==> src/rtl/pwb_pkg.sv <==
package pwb_pkg;
  typedef enum logic {
    PWB_IDLE = 1'b0,
    PWB_SEND = 1'b1
  } pwb_state_e;
endpackage

==> src/rtl/pwb_bit_shifter.sv <==
// Holds the captured frame and presents the bit now being sent.
module pwb_bit_shifter #(
  parameter int FRAME_BITS = 360,
  localparam int CNT_W = $clog2(FRAME_BITS)
) (
  input  logic                  clk,
  input  logic                  rst,
  input  logic                  load,
  input  logic                  advance,
  input  logic [FRAME_BITS-1:0] frame_in,
  output logic                  cur_bit,
  output logic                  last_bit
);
  logic [FRAME_BITS-1:0] sreg;
  logic [CNT_W-1:0]      idx;

  always_ff @(posedge clk) begin
    if (rst) begin
      sreg <= '0;
      idx  <= '0;
    end else if (load) begin
      sreg <= frame_in;
      idx  <= '0;
    end else if (advance) begin
      sreg <= {sreg[FRAME_BITS-2:0], 1'b0};
      idx  <= idx + 1'b1;
    end
  end

  assign cur_bit  = sreg[FRAME_BITS-1];
  assign last_bit = (idx == CNT_W'(FRAME_BITS - 1));
endmodule

==> src/rtl/pwb_symbol_timer.sv <==
// Counts the ticks of one symbol and wraps at the symbol length.
module pwb_symbol_timer #(
  parameter int SYM_TICKS = 60,
  localparam int TICK_W = $clog2(SYM_TICKS)
) (
  input  logic              clk,
  input  logic              rst,
  input  logic              restart,
  input  logic              run,
  output logic [TICK_W-1:0] tick_nxt,
  output logic              sym_end
);
  logic [TICK_W-1:0] tick;

  assign sym_end  = (tick == TICK_W'(SYM_TICKS - 1));
  assign tick_nxt = sym_end ? '0 : tick + 1'b1;

  always_ff @(posedge clk) begin
    if (rst)          tick <= '0;
    else if (restart) tick <= '0;
    else if (run)     tick <= tick_nxt;
  end
endmodule

==> src/rtl/pwb_ctrl.sv <==
// Frame sequencing and the registered line, busy and done outputs.
module pwb_ctrl
  import pwb_pkg::*;
#(
  parameter int SYM_TICKS = 60,
  parameter int ONE_HIGH  = 43,
  parameter int ZERO_HIGH = 17,
  localparam int TICK_W = $clog2(SYM_TICKS),
  localparam int HI_W   = TICK_W + 1
) (
  input  logic              clk,
  input  logic              rst,
  input  logic              start,
  input  logic              cur_bit,
  input  logic              last_bit,
  input  logic              sym_end,
  input  logic [TICK_W-1:0] tick_nxt,
  output logic              accept,
  output logic              advance,
  output logic              line_out,
  output logic              busy,
  output logic              done
);
  pwb_state_e      state, state_nxt;
  logic            line_nxt, done_nxt;
  logic [HI_W-1:0] hi_len;

  assign accept  = (state == PWB_IDLE) && start;
  assign advance = (state == PWB_SEND) && sym_end && !last_bit;
  assign hi_len  = cur_bit ? HI_W'(ONE_HIGH) : HI_W'(ZERO_HIGH);

  always_comb begin
    state_nxt = state;
    line_nxt  = 1'b0;
    done_nxt  = 1'b0;
    if (accept) begin
      state_nxt = PWB_SEND;
      line_nxt  = 1'b1;
    end else if (state == PWB_SEND) begin
      if (sym_end && last_bit) begin
        state_nxt = PWB_IDLE;
        done_nxt  = 1'b1;
      end else if (sym_end) begin
        line_nxt  = 1'b1;
      end else begin
        line_nxt  = ({1'b0, tick_nxt} < hi_len);
      end
    end
  end

  always_ff @(posedge clk) begin
    if (rst) begin
      state    <= PWB_IDLE;
      line_out <= 1'b0;
      done     <= 1'b0;
    end else begin
      state    <= state_nxt;
      line_out <= line_nxt;
      done     <= done_nxt;
    end
  end

  assign busy = (state == PWB_SEND);
endmodule

==> src/rtl/pwb_tx.sv <==
// Top level: pulse-width encoded frame transmitter.
module pwb_tx #(
  parameter int FRAME_BITS = 360,
  parameter int SYM_TICKS  = 60,
  parameter int ONE_HIGH   = 43,
  parameter int ZERO_HIGH  = 17,
  localparam int TICK_W = $clog2(SYM_TICKS)
) (
  input  logic                  clk,
  input  logic                  rst,
  input  logic                  start,
  input  logic [FRAME_BITS-1:0] frame_data,
  output logic                  line_out,
  output logic                  busy,
  output logic                  done
);
  logic              accept, advance, cur_bit, last_bit, sym_end;
  logic [TICK_W-1:0] tick_nxt;

  pwb_bit_shifter #(.FRAME_BITS(FRAME_BITS)) u_shift (
    .clk(clk), .rst(rst), .load(accept), .advance(advance),
    .frame_in(frame_data), .cur_bit(cur_bit), .last_bit(last_bit)
  );

  pwb_symbol_timer #(.SYM_TICKS(SYM_TICKS)) u_timer (
    .clk(clk), .rst(rst), .restart(accept), .run(busy),
    .tick_nxt(tick_nxt), .sym_end(sym_end)
  );

  pwb_ctrl #(.SYM_TICKS(SYM_TICKS), .ONE_HIGH(ONE_HIGH), .ZERO_HIGH(ZERO_HIGH)) u_ctrl (
    .clk(clk), .rst(rst), .start(start), .cur_bit(cur_bit), .last_bit(last_bit),
    .sym_end(sym_end), .tick_nxt(tick_nxt), .accept(accept), .advance(advance),
    .line_out(line_out), .busy(busy), .done(done)
  );
endmodule

==> config.mk <==
export PLATFORM = sky130hd
export DESIGN_NAME = pwb_tx
export DESIGN_NICKNAME = d
export VERILOG_FILES = /design/src/rtl/pwb_pkg.sv /design/src/rtl/pwb_bit_shifter.sv /design/src/rtl/pwb_symbol_timer.sv /design/src/rtl/pwb_ctrl.sv /design/src/rtl/pwb_tx.sv
export SDC_FILE = /design/constraint.sdc
export NUM_CORES = 1
export LEC_CHECK = 0
export BUFFER_PORTS_ARGS = -buffer_cell sky130_fd_sc_hd__buf_2
export CORE_MARGIN = 8
export CORE_UTILIZATION = 29
export DETAILED_ROUTE_END_ITERATION = 16
export PLACE_DENSITY = 0.57
export REMOVE_ABC_BUFFERS = 1
export SETUP_SLACK_MARGIN = 0.5
export SLEW_MARGIN = 5
export SYNTH_ARGS = -nofsm -noshare
export SYNTH_HDL_FRONTEND = slang
export SYNTH_SLANG_ARGS = --single-unit
==> constraint.sdc <==
create_clock -name clk -period 2.05 [get_ports clk]
set_input_delay 0.205 -clock clk [delete_from_list [all_inputs] [get_ports clk]]
set_output_delay 0.205 -clock clk [all_outputs]
set_load 0.005 [all_outputs]
==> results of run 1 <==
power groups by stage:
stage | clock network (mW) | registers [mW] | logic, mW
after global placement | 0 | 8.42 | 2.30
after global routing | 7.86 | 8.50 | 3.70
after detailed placement | 0 | 8.43 | 2.36
final | 7.43 | 8.44 | 3.42
after CTS | 7.60 | 8.28 | 2.88
after floorplan | 0 | 8.26 | 1.59
per-stage QoR:
step | TNS [ns] | cells | setup slack [ns]
6_report | -0.6071 | 3669 | -0.08456
5_1_grt | -12.41 | 3667 | -0.1475
4_1_cts | -5.361 | 3584 | -0.08100
3_5_place_dp | -3.387 | 3139 | -0.09097
3_3_place_gp | -0.03677 | 3139 | -0.01011
2_1_floorplan | -8283.13 | 1909 | -23.93
cell type report:
cell class / count / share of cell area, %
clock inverters: 6 / 0.1170
well taps: 756 / 3.277
flip-flops and latches: 378 / 26.27
multi-input cells: 1528 / 36.05
diodes: 10 / 0.08669
inverters: 3 / 0.03901
clock buffers: 65 / 4.473
repair buffers: 923 / 29.69
placed cells by master (no fill, tap or decap), types with 4 or more instances in the layout:
cell type      count
o21ai_0            7
buf_6             18
buf_4             82
clkbuf_16         74
buf_12            42
clkinv_2           5
clkbuf_1          11
nor3_1           434
dfxtp_2            7
dlygate4sd3_1    352
nor4_2            65
clkbuf_8           9
nor3_4           100
buf_8             12
nor2_1           366
buf_16            24
nand3_1            5
ha_1               4
nand2_1           10
a21oi_1            6
nor4_1           295
dfxtp_1          369
buf_2            364
diode_2           10
a21oi_2            5
nor3_2           185
metal layers:
layer  part of all wire (%)  track usage, %  vias to the layer above
met4                    3.8           8.465                        0
met3                    5.9           3.311                      202
met5                      0               0                        -
met2                     50           29.87                      744
li1                       -               -                     9352
met1                     40           22.05                     9385
critical path: cells and delay by family (launching register included):
family | cells | cell delay [ns]
compound gates | 1 | 0.31
flops | 1 | 0.33
fa+ha+maj | 1 | 0.16
simple gates | 3 | 0.53
buf+inv | 4 | 0.70
sequential cells by signal (all words and copies together), names as in the netlist:
name / flops
u_timer.tick: 6
u_ctrl.line_out: 1
u_ctrl.done: 1
u_ctrl.busy: 1
u_shift.idx: 9
u_shift.sreg: 360
path summary, 6_finish.rpt:
path,startpoint,endpoint,slack [ns]
setup / recovery,u_shift.idx[0],u_shift.sreg[106],-0.08
hold / removal,frame_data[218],u_shift.sreg[218],0.03
setup reg to reg,u_shift.idx[0],u_shift.sreg[106],-0.08
hold reg to reg,u_shift.sreg[0],u_shift.sreg[0],0.51
logic make-up after synthesis:
| group | synth area share [%] |
|---|---|
| simple gates | 45.43 |
| flops | 45.99 |
| buf+inv | 6.631 |
| compound gates | 1.156 |
| fa+ha+maj | 0.4562 |
| xor+xnor | 0.2130 |
| mux | 0.1293 |
timing repair:
item | 4_1_cts | 5_1_grt
pin swaps | 39 | 258
setup endpoints to repair | 370 | 371
cloned | 14 | 36
resized for setup | 49 | 526
setup buffers | 8 | 39
endpoints found under the hold margin | 352 | 0
hold buffers | 352 | 0
==> impl_results.md, run 1 <==
- Status: finished with violations
- Failing checks: setup timing
- Fin crit period: 2.135 ns
- Critical Path RT: 2.50 ns
- Peak VDD IR: 0.0005179 V
- Synth cell count leaders: nor3_1 (719), dfxtp_1 (378), nor2_1 (367), nor4_1 (360), clkbuf_1 (147)
- Synthesis Warnings: 0
- Vias: 19,683
- Syn Std Cell Area: 0.01645 sq mm
- Reg power frac: 43.8%
- Top Ports: 366
- Initial antenna violation count: 8
- Slew headroom: 63.67%
- PnR worst setup slack: -0.08456 ns
- Leak: 11.37 nW
- RSZ-0062 raised after global routing: true
- Post-synth cell types: 40
- Critical path arrival: 2.59 ns
- Detailed Route Iter0 Violations: 1,362
- Reg clk slew, reported paths: 0.06 ns
- CP peak stage delay: 0.33 ns
- Fmax: 0.4685 GHz
- Hold Path Stages: 3
- Clk_lat worst skew: 0.55 ns
- Synthesized flop and latch total: 378
- WS Path Type: reg2reg
- Internal power: 14.04 mW
- Share of the synthesized area in the top cell type: 45.99%
- Power Total: 19.29 mW
- Total core area: 0.05628 sq mm
- Global-route wire length before repair: 95.48 mm
- Largest cells by area after synthesis: dfxtp_1 (46%), nor3_1 (22%), nor4_1 (14%)
- P per Cell Area: 668.1 mW/mm^2
- Most frequent cell after synthesis: nor3_1
- Post-Route WL: 69.23 mm
- Drc violations: 0
- Sequential area share after synthesis: 45.99%
- Primary FF master, synth: dfxtp_1
- Worst hold path class: in2reg
- # rows: 87
- CP Cell Sequence: ha_4, and4_4, a2111oi_4, buf_6, clkbuf_16, buf_12, buf_16, nor3_4, nor4_1
- Number of synthesized flops with an enable pin: 0
- Largest net degree at the start of global routing: 78
- Area of the die: 0.06462 sq mm
- Critical Path End Type: register
- Post-synthesis async set-or-reset flop share: 0%
- Max Cap Violations: 0
- P_sw: 5.249 mW
- Die H: 254.2 um
- Post-route cell area: 0.02887 sq mm
- Final Core Density: 51.30%
- Wire length per cell: 18.87 um
- CTS tree: done
- Clock power frac: 38.5%
- Logic gate share of total power: 17.7%
- Final #Nets: 3,246
- Crit start category: register
- Slew @ Worst Pin: 0.5450 ns
- Share of cells above drive strength 1: 35.24%
- Synth area leader: dfxtp_1
- Clk root buf: clkbuf_16
- Aggregate global routing overflow: 0
- Switching share of power: 27.22%
- Hold Fails Final Rpt: 0
- Starting density of the core: 29.24%
- Cells on worst reg2reg path: 9
- Longest Clk Path Bufs: 3
- Vias per std cell: 5.365
- Crit-path max FO: 6
- Syn avg cell area: 7.639 sq um
- Gp weighted congestion: 0.7913
- H-tree depth: 2
- Worst clock skew: 0.01420 ns
- Layout filler cell count: 4,855
- DP HPWL: 35.83 mm
- P&R area growth vs syn: 75.44%
- Post-route antenna net violation count: 0
- Slew Limit Fails: 0
- Final period utilization: 104.1%
- Placed inst area: 0.01943 sq mm
- Area of the multi-input gates: 0.01041 sq mm
- Cells after Synth: 2,154
- Slowest stage cell, crit path: dfxtp_2
- Vias in the first global route: 18,453
- Die W: 254.2 um
- Hold_ws: 0.02861 ns
- CTS sink count: 378
- Port buffer count: 365
- Initial DRT Pass Iterations: 6
- Tot GR Track Use: 17.84%
- Setup-failing EPs final: 34
- Reg area: 0.007584 sq mm
- Num CTS Buffers: 43
Power figures use the tool's default switching activity.
==> inputs of run 2 (changes only) <==
- CTS_BUF_LIST: default -> sky130_fd_sc_hd__clkbuf_16
==> impl_results.md, run 2 (same netlist as run 1, synthesis figures left out) <==
- Post-Route WL: 66.36 mm (-4.1%)
- Tot GR Track Use: 17.77% (-0.070 points)
- CP peak stage delay: 0.33 ns (about the same)
- Crit-path max FO: 7 (+1)
- Vias in the first global route: 18,431 (-0.12%)
- Initial DRT Pass Iterations: 6 (unchanged)
- CP top delay family: buffers and inverters
- Hold_ws: 0.03332 ns (+0.004714 ns)
- Hold Fails Final Rpt: 0 (unchanged)
- Detailed Route Iter0 Violations: 1,415 (+3.9%)
- Power Total: 18.65 mW (-3.3%)
- Initial antenna violation count: 5 (-3)
- Layout filler cell count: 5,074 (+4.5%)
- Critical Path End Type: register
- Peak VDD IR: 0.0005179 V (about the same)
- RSZ-0062 raised after global routing: true
- CTS tree: done
- Wire length per cell: 18.24 um (-3.3%)
- Area of the multi-input gates: 0.009554 sq mm (-8.2%)
- Gp weighted congestion: 0.7913 (unchanged)
- Cells after DPL: 3,139 (unchanged)
- Critical Path RT: 2.50 ns (about the same)
- PnR worst setup slack: -0.06863 ns (+0.01593 ns)
- Area of the die: 0.06462 sq mm (unchanged)
- Worst clock skew: 0.01438 ns (+0.0001792 ns)
- Failing checks: setup timing
- Fin crit period: 2.119 ns (-0.01593 ns)
- Total core area: 0.05628 sq mm (unchanged)
- P per Cell Area: 678.2 mW/mm^2 (+1.5%)
- Reg clk slew, reported paths: 0.06 ns (about the same)
- Leak: 10.85 nW (-4.6%)
- Slew headroom: 63.90% (+0.23 points)
- Drc violations: 0 (unchanged)
- P&R area growth vs syn: 67.12%
- Share of cells above drive strength 1: 29.69% (-5.5 points)
- Largest net degree at the start of global routing: 78 (unchanged)
- Die W: 254.2 um (unchanged)
- Aggregate global routing overflow: 0 (unchanged)
- Final Instance Count excl. Fillers: 3,638 (-0.84%)
- Starting density of the core: 29.24% (unchanged)
- Fmax: 0.4720 GHz (+0.75%)
- Number of flip-flops in the largest register: 360 (unchanged)
- # rows: 87 (unchanged)
- Setup-failing EPs final: 34 (unchanged)
- Post-route antenna net violation count: 0 (unchanged)
- Slew @ Worst Pin: 0.5416 ns (-0.003437 ns)
- CP Buf/Inv Count: 4 (unchanged)
- Vias: 19,264 (-2.1%)
- Most common cell after layout, fill and taps aside: nor3_1
- Largest registers: u_shift.sreg (360), u_shift.idx (9), u_timer.tick (6)
- DP HPWL: 35.83 mm (unchanged)
- Slew Limit Fails: 0 (unchanged)
- Clk root buf: clkbuf_16
- Top Ports: 366 (unchanged)
- Reg area: 0.007579 sq mm (about the same)
- Final period utilization: 103.3% (-0.78 points)
- WS Path Type: reg2reg
- Largest Register: u_shift.sreg
- H-tree depth: 2 (unchanged)
- Placed inst area: 0.01943 sq mm (unchanged)
- Final #Nets: 3,219 (-0.83%)
- Slowest stage cell, crit path: dfxtp_2
- Vias per std cell: 5.295 (-1.3%)
- Final Core Density: 48.86% (-2.4 points)
- Crit start category: register
- Global-route wire length before repair: 95.16 mm (-0.33%)
- Max Cap Violations: 0 (unchanged)
- Num CTS Buffers: 43 (unchanged)
- Worst hold path class: in2reg
- Critical path arrival: 2.57 ns (-0.02 ns)
- CTS sink count: 378 (unchanged)
- Clk_lat worst skew: 0.55 ns (about the same)
- Port buffer count: 365 (unchanged)
- Status: finished with violations
- Post-route cell area: 0.02750 sq mm (-4.7%)
- Longest Clk Path Bufs: 3 (unchanged)
- Most frequent cells in the layout: nor3_1 (540), dfxtp_1 (371), nor2_1 (366), buf_2 (364), dlygate4sd3_1 (356)
- Die H: 254.2 um (unchanged)
- CP Cell Sequence: ha_4, and4_4, a2111oi_4, buf_6, buf_6, clkbuf_16, clkbuf_16, nor3_4, nor4_1
-- run 2: cell type report --
cell class                 instances  share of cell area [%]
multi-input combinational       1528                   34.74
clock buffer                      45                   4.095
timing repair buffer             896                   29.67
antenna                            6                 0.05460
sequential                       378                   27.56
inverter                           3                 0.04095
tap                              756                   3.440
clock inverter                    26                  0.3958
-- run 2: worst register-to-register path, cell delays in order, from the launching register on --
cell and delay, ns:
dfxtp_2 0.33, ha_4 0.16, and4_4 0.20, a2111oi_4 0.30, buf_6 0.21, buf_6 0.15
clkbuf_16 0.18, clkbuf_16 0.19, nor3_4 0.04, nor4_1 0.26
-- run 2: stage by stage --
step	setup slack, ns	TNS [ns]
floorplan	-23.93	-8283.13
global placement	-0.01011	-0.03677
detailed placement	-0.09097	-3.387
CTS	-0.06511	-4.677
global route	-0.1419	-13.02
finish	-0.06863	-0.7361
-- run 2: worst paths after layout --
check / from / endpoint / slack (ns) / depth (start not counted)
max: u_shift.idx[0] / u_shift.sreg[198] / -0.07 / 9
min: frame_data[195] / u_shift.sreg[195] / 0.03 / 3
max reg2reg: u_shift.idx[0] / u_shift.sreg[198] / -0.07 / 9
min reg2reg: u_shift.sreg[0] / u_shift.sreg[0] / 0.48 / 2
-- run 2: report_power, final --
group          switching (mW)  total [mW]  internal (mW)  leakage [nW]
sequential              0.428        8.39           7.96          3.14
clock                    3.09        7.01           3.92         0.651
combinational            1.56        3.25           1.69          7.07
total                    5.08        18.6           13.6          10.9
-- run 2: layer usage --
layer	track usage, %	share of wire [%]
met2	29.78	49
met5	0	0
met1	22.04	41
met3	3.220	5.7
met4	8.286	4.1
-- run 2: what timing repair did --
action / 4_1_cts / 5_1_grt
hold endpoints to repair: 356 / 0
pin swaps: 35 / 206
resized for setup: 36 / 349
hold buffers: 356 / 0
setup endpoints to repair: 370 / 371
cloned: 13 / 26
buffers inserted: 7 / 20
==> inputs of run 3 (changes only) <==
- MAX_ROUTING_LAYER: default -> met4
==> impl_results.md, run 3 (same netlist as run 1, synthesis figures left out) <==
- Worst hold path class: in2reg
- Critical Path End Type: register
- Slew Limit Fails: 0 (unchanged)
- Initial DRT Pass Iterations: 8 (+2)
- Reg clk slew, reported paths: 0.06 ns (about the same)
- Most common cell after layout, fill and taps aside: nor3_1
- Top Ports: 366 (unchanged)
- Post-route setup TNS: -0.2881 ns (+0.4480 ns)
- Fin crit period: 2.125 ns (+0.006416 ns)
- Leak: 10.75 nW (-0.95%)
- Clk root buf: clkbuf_16
- Final Core Density: 48.27% (-0.59 points)
- Largest net degree at the start of global routing: 78 (unchanged)
- Failing checks: setup timing
- Drc violations: 0 (unchanged)
- Largest registers: u_shift.sreg (360), u_shift.idx (9), u_timer.tick (6)
- Crit start category: register
- Hold Fails Final Rpt: 0 (unchanged)
- Longest Clk Path Bufs: 3 (unchanged)
- PnR worst setup slack: -0.07504 ns (-0.006416 ns)
- Fmax: 0.4706 GHz (-0.30%)
- Wire length per cell: 18.01 um (-1.3%)
- Final period utilization: 103.7% (+0.31 points)
- Share of cells above drive strength 1: 28.20% (-1.5 points)
- WS Path Type: reg2reg
- Crit-path max FO: 8 (+1)
- RSZ-0062 raised after global routing: true
- Die H: 254.2 um (unchanged)
- Number of flip-flops in the largest register: 360 (unchanged)
- Slew headroom: 64.40% (+0.51 points)
- Status: finished with violations
- Aggregate global routing overflow: 0 (unchanged)
- Final #Nets: 3,215 (-0.12%)
- Critical path arrival: 2.56 ns (about the same)
- Num CTS Buffers: 43 (unchanged)
- Largest Register: u_shift.sreg
- Vias in the first global route: 18,445 (+0.076%)
- Post-route antenna net violation count: 0 (unchanged)
- Setup-failing EPs final: 13 (-62%)
- Area of the die: 0.06462 sq mm (unchanged)
- Starting density of the core: 29.24% (unchanged)
- DP HPWL: 35.83 mm (unchanged)
- Global-route wire length before repair: 95.15 mm (about the same)
- Initial antenna violation count: 6 (+1)
- Critical Path RT: 2.49 ns (about the same)
- Detailed Route Iter0 Violations: 1,521 (+7.5%)
- Gp weighted congestion: 0.8025 (+1.4%)
- # rows: 87 (unchanged)
- Peak VDD IR: 0.0005108 V (-1.4%)
- CTS sink count: 378 (unchanged)
- Die W: 254.2 um (unchanged)
- Clk_lat worst skew: 0.55 ns (about the same)
- Worst clock skew: 0.01376 ns (-0.0006193 ns)
- P&R area growth vs syn: 65.09%
- H-tree depth: 2 (unchanged)
- Vias per std cell: 5.276 (-0.37%)
- Port buffer count: 365 (unchanged)
- P per Cell Area: 682.7 mW/mm^2 (+0.66%)
- Total core area: 0.05628 sq mm (unchanged)
- Max Cap Violations: 0 (unchanged)
- Slew @ Worst Pin: 0.5340 ns (-0.007583 ns)
- Most frequent cells in the layout: nor3_1 (577), dfxtp_1 (371), nor2_1 (366), buf_2 (364), dlygate4sd3_1 (356)
- Layout filler cell count: 5,123 (+0.97%)
- Vias: 19,172 (-0.48%)
- CTS tree: done
- Post-Route WL: 65.45 mm (-1.4%)
- Tot GR Track Use: 18.30% (+0.53 points)
==> run 3: cell types whose count changed in the layout (fill, tap and decap cells not counted), sizes merged <==
cell	delta
buf	-4
==> run 3: where the power goes <==
part / leakage (nW) / switching [mW] / internal, mW
logic: 6.96 / 1.54 / 1.66
registers: 3.14 / 0.409 / 7.96
clock network: 0.651 / 3.06 / 3.92
==> run 3: final cells by class <==
type,count,area (sq um),area share (%)
Clock inverter,26,108.9,0.4007
Multi-Input combinational cell,1528,9281,34.17
Timing Repair Buffer,892,8098,29.81
Clock buffer,45,1126,4.145
Sequential cell,378,7579,27.90
Antenna cell,6,15.01,0.05527
Tap cell,756,945.9,3.482
Inverter,3,11.26,0.04145
==> run 3: routing by layer <==
metal  wire, um  track usage, %
met1      26860           22.17
met2      32160           29.90
met3       3624           2.873
met4       2804           8.237
met5          0               -
==> run 3: metrics by stage <==
| step | area (sq um) | hold slack [ns] | total power [mW] | cells | worst slack, ns |
|---|---|---|---|---|---|
| after floorplan | 15370 | 0.2741 | 9.855 | 1909 | -23.93 |
| after global placement | 19430 | 0.4584 | 10.72 | 3139 | -0.01011 |
| after detailed placement | 19430 | 0.4643 | 10.79 | 3139 | -0.09097 |
| after CTS | 24890 | 0.002537 | 18.35 | 3586 | -0.06511 |
| after global routing | 27160 | 0.002224 | 19.37 | 3634 | -0.1463 |
| final | 27160 | 0.03557 | 18.54 | 3634 | -0.07504 |
==> run 3: worst max-delay path, cell delays in order (launching register included) <==
cell       delay, ns
dfxtp_2         0.33
ha_4            0.16
and4_4          0.20
a2111oi_4       0.30
buf_6           0.21
buf_16          0.16
buf_12          0.13
buf_12          0.12
nor3_1          0.05
nor4_1          0.33
==> run 3: final timing paths <==
| path | start | end | slack (ns) | cells past startpoint |
|---|---|---|---|---|
| worst min-delay path | frame_data[195] | u_shift.sreg[195] | 0.04 | 3 |
| worst min register to register | u_shift.sreg[0] | u_shift.sreg[0] | 0.47 | 2 |
| worst max-delay path | u_shift.idx[0] | u_shift.sreg[159] | -0.08 | 9 |
| worst max register to register | u_shift.idx[0] | u_shift.sreg[159] | -0.08 | 9 |
==> run 3: repair_timing <==
item	CTS	global route
gates resized for setup	36	296
buffers inserted	7	17
gates cloned	13	25
endpoints found under the setup margin	370	371
endpoints found under the hold margin	356	0
pin swaps	35	207
hold buffers	356	0
